[config.mk]
export PLATFORM = sky130hd
export DESIGN_NAME = evt_slot_sched
export DESIGN_NICKNAME = d
export VERILOG_FILES = /design/src/rtl/evt_slot_sched.sv
export SDC_FILE = /design/constraint.sdc
export NUM_CORES = 1
export LEC_CHECK = 0
export BUFFER_PORTS_ARGS = -buffer_cell sky130_fd_sc_hd__buf_2
export CELL_PAD_IN_SITES_DETAIL_PLACEMENT = 0
export CELL_PAD_IN_SITES_GLOBAL_PLACEMENT = 2
export CORE_MARGIN = 2
export CORE_UTILIZATION = 30
export CTS_BUF_LIST = sky130_fd_sc_hd__clkbuf_4
export CTS_CLUSTER_DIAMETER = 30
export DETAILED_ROUTE_END_ITERATION = 10
export PLACE_DENSITY_LB_ADDON = 0.1
export REMOVE_ABC_BUFFERS = 1
export SYNTH_ARGS = -nofsm -noshare
export SYNTH_HDL_FRONTEND = slang
export SYNTH_SLANG_ARGS = --single-unit
export TNS_END_PERCENT = 5
[constraint.sdc]
create_clock -name clk -period 6.31 [get_ports clk]
set_clock_uncertainty 0.05 [all_clocks]
set_input_delay 1.5775 -clock clk [delete_from_list [all_inputs] [get_ports clk]]
set_output_delay 1.5775 -clock clk [all_outputs]
set_load 0.05 [all_outputs]
[src/rtl/evt_slot_sched.sv]
module evt_slot_sched #(
  parameter int CW  = 64,
  parameter int IDW = 8,
  parameter int AW  = 16
) (
  input  logic           clk,
  input  logic           rst_n,
  input  logic [CW-1:0]  tcount_i,
  input  logic           step_i,
  input  logic           req_valid_i,
  output logic           req_ready_o,
  input  logic [IDW-1:0] req_id_i,
  input  logic [AW-1:0]  req_arg_i,
  input  logic [CW-1:0]  req_delay_i,
  input  logic           cancel_i,
  output logic           fire_o,
  output logic [IDW-1:0] fire_id_o,
  output logic [AW-1:0]  fire_arg_o,
  output logic           pend_o,
  output logic [IDW-1:0] pend_id_o,
  output logic [CW-1:0]  pend_due_o
);

  logic           busy_q, fire_q;
  logic [IDW-1:0] id_q, fid_q;
  logic [AW-1:0]  arg_q, farg_q;
  logic [CW-1:0]  due_q;

  wire [CW-1:0] due_sum = tcount_i + req_delay_i;
  wire [CW-1:0] due_new = (due_sum == '0) ? '1 : due_sum;
  wire          due_hit = step_i && (tcount_i >= due_q);
  wire          flush   = busy_q && (req_valid_i || due_hit);

  assign req_ready_o = !busy_q && !cancel_i;
  wire   take        = req_valid_i && req_ready_o;

  always_ff @(posedge clk) begin
    if (!rst_n) begin
      busy_q <= 1'b0;
      fire_q <= 1'b0;
      id_q   <= '0;
      arg_q  <= '0;
      due_q  <= '0;
      fid_q  <= '0;
      farg_q <= '0;
    end else begin
      fire_q <= 1'b0;
      if (cancel_i) begin
        busy_q <= 1'b0;
        due_q  <= '0;
      end else if (flush) begin
        fire_q <= 1'b1;
        fid_q  <= id_q;
        farg_q <= arg_q;
        busy_q <= 1'b0;
        due_q  <= '0;
      end else if (take) begin
        busy_q <= 1'b1;
        id_q   <= req_id_i;
        arg_q  <= req_arg_i;
        due_q  <= due_new;
      end
    end
  end

  assign fire_o     = fire_q;
  assign fire_id_o  = fid_q;
  assign fire_arg_o = farg_q;
  assign pend_o     = busy_q;
  assign pend_id_o  = id_q;
  assign pend_due_o = due_q;

endmodule

==> flow_metrics.tcl, run 1 <==
set metrics [dict create \
    synth_edf_count 0 \
    final_common_cell "buf_2" \
    layout-drive-gt1-share 0.218 \
    clock_sinks 114 \
    slew_headroom 0.297 \
    syn_inst 1369 \
    whs_ns 0.412 \
    p_sw_frac 0.447 \
    yosysWarnings 0 \
    gp_congestion 0.915 \
    async_reset_ff_frac 0 \
    hpwl_um 35300 \
    critPathMaxFanout 27 \
    endpoint_kind "flip-flop" \
    synth_cell_types 75 \
    grt_overflow_total 0 \
    p_leak_nw 5.73 \
    dieWidth_um 192 \
    cts_inserted_buffers 17 \
    coreArea_um2 35300 \
    drt_wl_total_um 43700 \
    yosysTopAreaCellShare 0.214 \
    worst_slew_pin_slew_ns 1.05 \
    viasPerCell 5.44 \
    synth_top_area_cell "dfxtp_1" \
    row_count 69 \
    drtAntennaViolNets 0 \
    synthFlopType "dfxtp_1" \
    fmax_mhz 183 \
    vias 11400 \
    power_frac_clock 0.251 \
    hold_viol 0 \
    rsz0062_at_grt "no" \
    ios 256 \
    antenna_found_initial 1 \
    die_h_um 192 \
    wl_per_cell_um 20.9 \
    slew_violations 0 \
    finalSetupViolCount 0 \
    critical_path_class "in -> reg" \
    combPwrFrac 0.427 \
    grt_pass1_wl_um 64800 \
    drt_iter0_drc 895 \
    finalCritPeriodShare 0.868 \
    postCtsResizedCells 0 \
    irDropWorstVdd_mv 0.0848 \
    crit_arrival_ns 5.96 \
    hold_path.class "reg -> reg" \
    io_buffers 255 \
    fin_nets 1898 \
    die-area_um2 37000 \
    drc 0 \
    track_usage 0.230 \
    synth_area_per_cell_um2 7.78 \
    post_cts.repair.setup_buffers 0 \
    clock_path_buffers 2 \
    root_buffer "clkbuf_4" \
    clk-insertion-delay-late_ns 0.60 \
    final_cell_mix "buf_2, nand2_1, ha_1" \
    cts_max_level 4 \
    crit_required_ns 6.79 \
    status "finished, final reports clean" \
    syn_area_um2 10700 \
    intPower_mw 1.31 \
    yosysSeqAreaShare 0.214 \
    grt_pass1_vias 10800 \
    seqPwrFrac 0.322 \
    initial_core_util 0.302 \
    cts_tree "built" \
    area_delta_synth_final_pct 20.1 \
    power_density_nw_per_um2 185 \
    drt-pass1-iter-count 5 \
    clkTransAtPathRegs_ns 0.14 \
    fin_tns_setup_ns 0 \
    hold_buffers 0 \
    grt_max_degree 66 \
    synth-seq-cells 114 \
    crit_path_start_kind "input port" \
    p_sw_mw 1.06 \
    fin_crit_ns 5.47 \
    maxCapViolCount 0 \
    synth_area_leaders "dfxtp_1, ha_1, o221a_1" \
]
## cells in the mapped netlist, types with 33 or more instances
master	number
dfxtp_1	114
inv_1	76
o221a_1	60
ha_1	127
a21oi_1	125
nor2_1	116
nand2_1	151
a21o_1	44
mux2i_1	33
clkbuf_1	35
nand4_1	43
o21ai_0	74
## cells by family after synthesis
logic type,share of synthesized area
compound gates,0.302
mux,0.0342
flops,0.214
fa+ha+maj,0.151
xor+xnor,0.0403
simple gates,0.198
buf+inv,0.0606
## sequential cells by signal (all words and copies together), names as in the netlist
| name | count |
|---|---|
| pend_due_o | 64 |
| arg_q | 16 |
| fire_arg_o | 16 |
| fire_id_o | 8 |
| pend_id_o | 8 |
| fire_o | 1 |
| pend_o | 1 |
## cell type report
class                      instances  area [µm²]
fill                            3861       22500
multi-input combinational       1107        7740
sequential                       114        2280
timing repair buffer             297        1630
tap                              461         577
inverter                          76         285
clock inverter                    15         146
clock buffer                      17         128
antenna                            2        5.00
## metrics by stage
stage / area [µm²] / cells / total power, mW / utilization / setup slack (ns)
6_report: 12800 / 2089 / 2.36 / 0.362 / 0.836
2_1_floorplan: 10300 / 1297 / 1.41 / - / -0.801
3_3_place_gp: 12500 / 2055 / 1.78 / 0.354 / 0.301
5_1_grt: 12800 / 2089 / 2.50 / 0.362 / 0.587
4_1_cts: 12800 / 2087 / 2.38 / 0.362 / 0.871
3_5_place_dp: 12500 / 2055 / 1.78 / 0.354 / 0.272
## power groups by stage
| stage | combinational [mW] | clock (mW) | sequential (mW) |
|---|---|---|---|
| finish | 1.01 | 0.592 | 0.761 |
| global route | 1.10 | 0.635 | 0.765 |
| CTS | 1.01 | 0.607 | 0.762 |
| detailed placement | 1.00 | 0 | 0.778 |
| global placement | 1.00 | 0 | 0.778 |
| floorplan | 0.571 | 0 | 0.834 |
## critical path, stage by stage
cell	delay (ns)
buf_2	0.11
ha_1	0.22
fa_1	0.40
a21o_1	0.22
a221oi_1	0.24
buf_4	0.20
o41ai_1	0.12
o311ai_0	0.57
buf_4	0.24
a31oi_1	0.10
buf_4	0.18
nor3_1	0.18
o21bai_1	0.16
nor4_1	0.29
nand4_1	0.24
o31ai_4	0.43
buf_12	0.25
o221a_1	0.21
## layer usage
layer / routed length (µm) / up-vias / track usage
li1: - / 5623 / -
met1: 21500 / 5416 / 0.332
met2: 19800 / 299 / 0.371
met3: 2000 / 26 / 0.0267
met4: 362 / 0 / 0.0382
met5: 0 / - / 0
## worst paths after layout
kind / slack, ns / cells after the start / end / startpoint
hold / removal: 0.41 / 2 / arg_q[7] / arg_q[7]
setup reg to reg: 2.14 / 14 / pend_due_o[45] / pend_due_o[29]
hold reg to reg: 0.41 / 2 / arg_q[7] / arg_q[7]
setup / recovery: 0.84 / 18 / pend_due_o[38] / tcount_i[0]
No activity file was read; power rests on OpenSTA's default activity.
==> run 2, diff against run 1 <==
- BUFFER_PORTS_ARGS: -buffer_cell sky130_fd_sc_hd__buf_2 -> not set
- DONT_BUFFER_PORTS: not set -> 1
- SETUP_SLACK_MARGIN: not set -> 0.5
==> run 2 against run 1 <==
  * Critical path depth decreased by 1
  * Register-to-register slack lost 0.35 ns
  * Routed wire length down 1.0%
  * Core utilization decreased by 3.4 points
  * Fmax is 0.70% higher
  * Global-route usage barely moved
  * Critical path type unchanged
==> flow_metrics.tcl, run 2 (same netlist as run 1, synthesis figures left out) <==
set metrics [dict create \
    hpwl_um 35300 \
    maxCapViolCount 0 \
    intPower_mw 1.34 \
    io_buffers 0 \
    slew_violations 0 \
    cts_tree "built" \
    dieWidth_um 192 \
    die-area_um2 37000 \
    rsz0062_at_grt "no" \
    track_usage 0.230 \
    rrSetupSlack_ns 1.79 \
    r2r_cells 14 \
    worst_path_max_delay_cell "o311ai_0" \
    clk-insertion-delay-late_ns 0.61 \
    status "finished, final reports clean" \
    largest_reg_flops 64 \
    cts_max_level 4 \
    worst_slew_pin_slew_ns 1.01 \
    layout-drive-gt1-share 0.0756 \
    critPathMaxFanout 26 \
    ios 256 \
    combPwrFrac 0.376 \
    gp_congestion 0.880 \
    hold_path.class "reg -> reg" \
    row_count 69 \
    root_buffer "clkbuf_4" \
    min_path_cells 2 \
    drt-pass1-iter-count 5 \
    finalSetupViolCount 0 \
    critical_path_class "in -> reg" \
    drtAntennaViolNets 0 \
    fin_crit_ns 5.44 \
    grt_max_degree 66 \
    postCtsResizedCells 0 \
    final_cell_mix "nand2_1, ha_1, a21oi_1" \
    slowest_delay_ns 0.58 \
    slew_headroom 0.322 \
    vias 10500 \
    cts_inserted_buffers 17 \
    finalCoreUtilization 0.328 \
    final_common_cell "nand2_1" \
    post_cts.repair.setup_buffers 0 \
    p_leak_nw 4.61 \
    clkTransAtPathRegs_ns 0.11 \
    hold_viol 0 \
    crit_path_start_kind "input port" \
    irDropWorstVdd_mv 0.0983 \
    drc 0 \
    total_power_mw 2.34 \
    clock_sinks 114 \
    grt_pass1_wl_um 63900 \
    crit_arrival_ns 5.92 \
    fmax_mhz 184 \
    wl_per_cell_um 23.5 \
    hold_buffers 0 \
    p_sw_mw 1.01 \
    crit_required_ns 6.79 \
    p_sw_frac 0.429 \
    initial_core_util 0.302 \
    viasPerCell 5.73 \
    crit_path_cell_trace "ha_1 > fa_1 > a21o_1 > a221oi_1 > buf_4 > o41ai_1 > o311ai_0 > buf_4 > a31oi_1 > buf_4 > nor3_1 > o21bai_1 > nor4_1 > nand4_1 > o31ai_4 > buf_12 > o221a_1" \
    drt_iter0_drc 679 \
    critPathMostFrequentCell "buf_4" \
    area_delta_synth_final_pct 8.83 \
    grt_pass1_vias 10200 \
    seqPwrFrac 0.353 \
    power_density_nw_per_um2 202 \
    finalCritPeriodShare 0.862 \
    coreArea_um2 35300 \
    power_frac_clock 0.271 \
    fin_nets 1648 \
    drt_wl_total_um 43200 \
    endpoint_kind "flip-flop" \
    die_h_um 192 \
    clock_path_buffers 2 \
    antenna_found_initial 3 \
    grt_overflow_total 0 \
]
[run 2: cell count changes in the layout (fill, tap and decap cells not counted)]
cell | before | now
diode_2 | 2 | 3
clkinv_4 | 3 | 2
clkinv_1 | 0 | 1
bufinv_16 | 1 | 3
clkinvlp_4 | 1 | 2
inv_8 | 1 | 0
buf_4 | 39 | 44
inv_6 | 7 | 5
buf_2 | 255 | 0
[run 2: path summary, 6_finish.rpt]
| check | start | endpoint |
|---|---|---|
| max | tcount_i[0] | pend_due_o[37] |
| max reg2reg | pend_due_o[29] | pend_due_o[37] |
| min | arg_q[6] | arg_q[6] |
| min reg2reg | arg_q[6] | arg_q[6] |
[run 2: final cells by class]
cell class | instances | area [µm²]
tap | 461 | 577
fill | 3856 | 23700
inverter | 76 | 285
clock inverter | 15 | 180
timing repair buffer | 47 | 390
antenna | 3 | 7.51
clock buffer | 17 | 128
sequential | 114 | 2280
multi-input combinational | 1107 | 7740
[run 2: worst max-delay path: cells and delay by family]
kind / cells / cell delay [ns]
buffers and inverters: 4 / 0.88
and+or+nand+nor: 3 / 0.75
AOI/OAI and AO/OA: 8 / 2.07
adders and majority gates: 2 / 0.60
[run 2: layer usage]
metal	track usage	routed length [µm]	vias to the layer above
met3	0.0478	2550	21
li1	-	-	5135
met1	0.322	20700	5070
met2	0.364	19700	321
met5	0	0	-
met4	0.0446	335	0
[run 2: metrics by stage]
| step | instance area [µm²] | setup slack (ns) | TNS (ns) | hold WS (ns) | instances |
|---|---|---|---|---|---|
| 2_1_floorplan | 10300 | -0.801 | -47.38 | 0.386 | 1297 |
| 3_3_place_gp | 11300 | 0.406 | 0 | 0.393 | 1805 |
| 3_5_place_dp | 11300 | 0.318 | 0 | 0.396 | 1805 |
| 4_1_cts | 11600 | 0.956 | 0 | 0.413 | 1837 |
| 5_1_grt | 11600 | 0.767 | 0 | 0.433 | 1839 |
| 6_report | 11600 | 0.874 | 0 | 0.411 | 1840 |
[run 2: power groups by stage]
stage	Combinational, mW	Sequential, mW	Clock (mW)
after global routing	0.972	0.831	0.687
after global placement	0.878	0.844	0
after detailed placement	0.872	0.844	0
after CTS	0.877	0.828	0.660
final	0.880	0.827	0.635
after floorplan	0.571	0.834	0
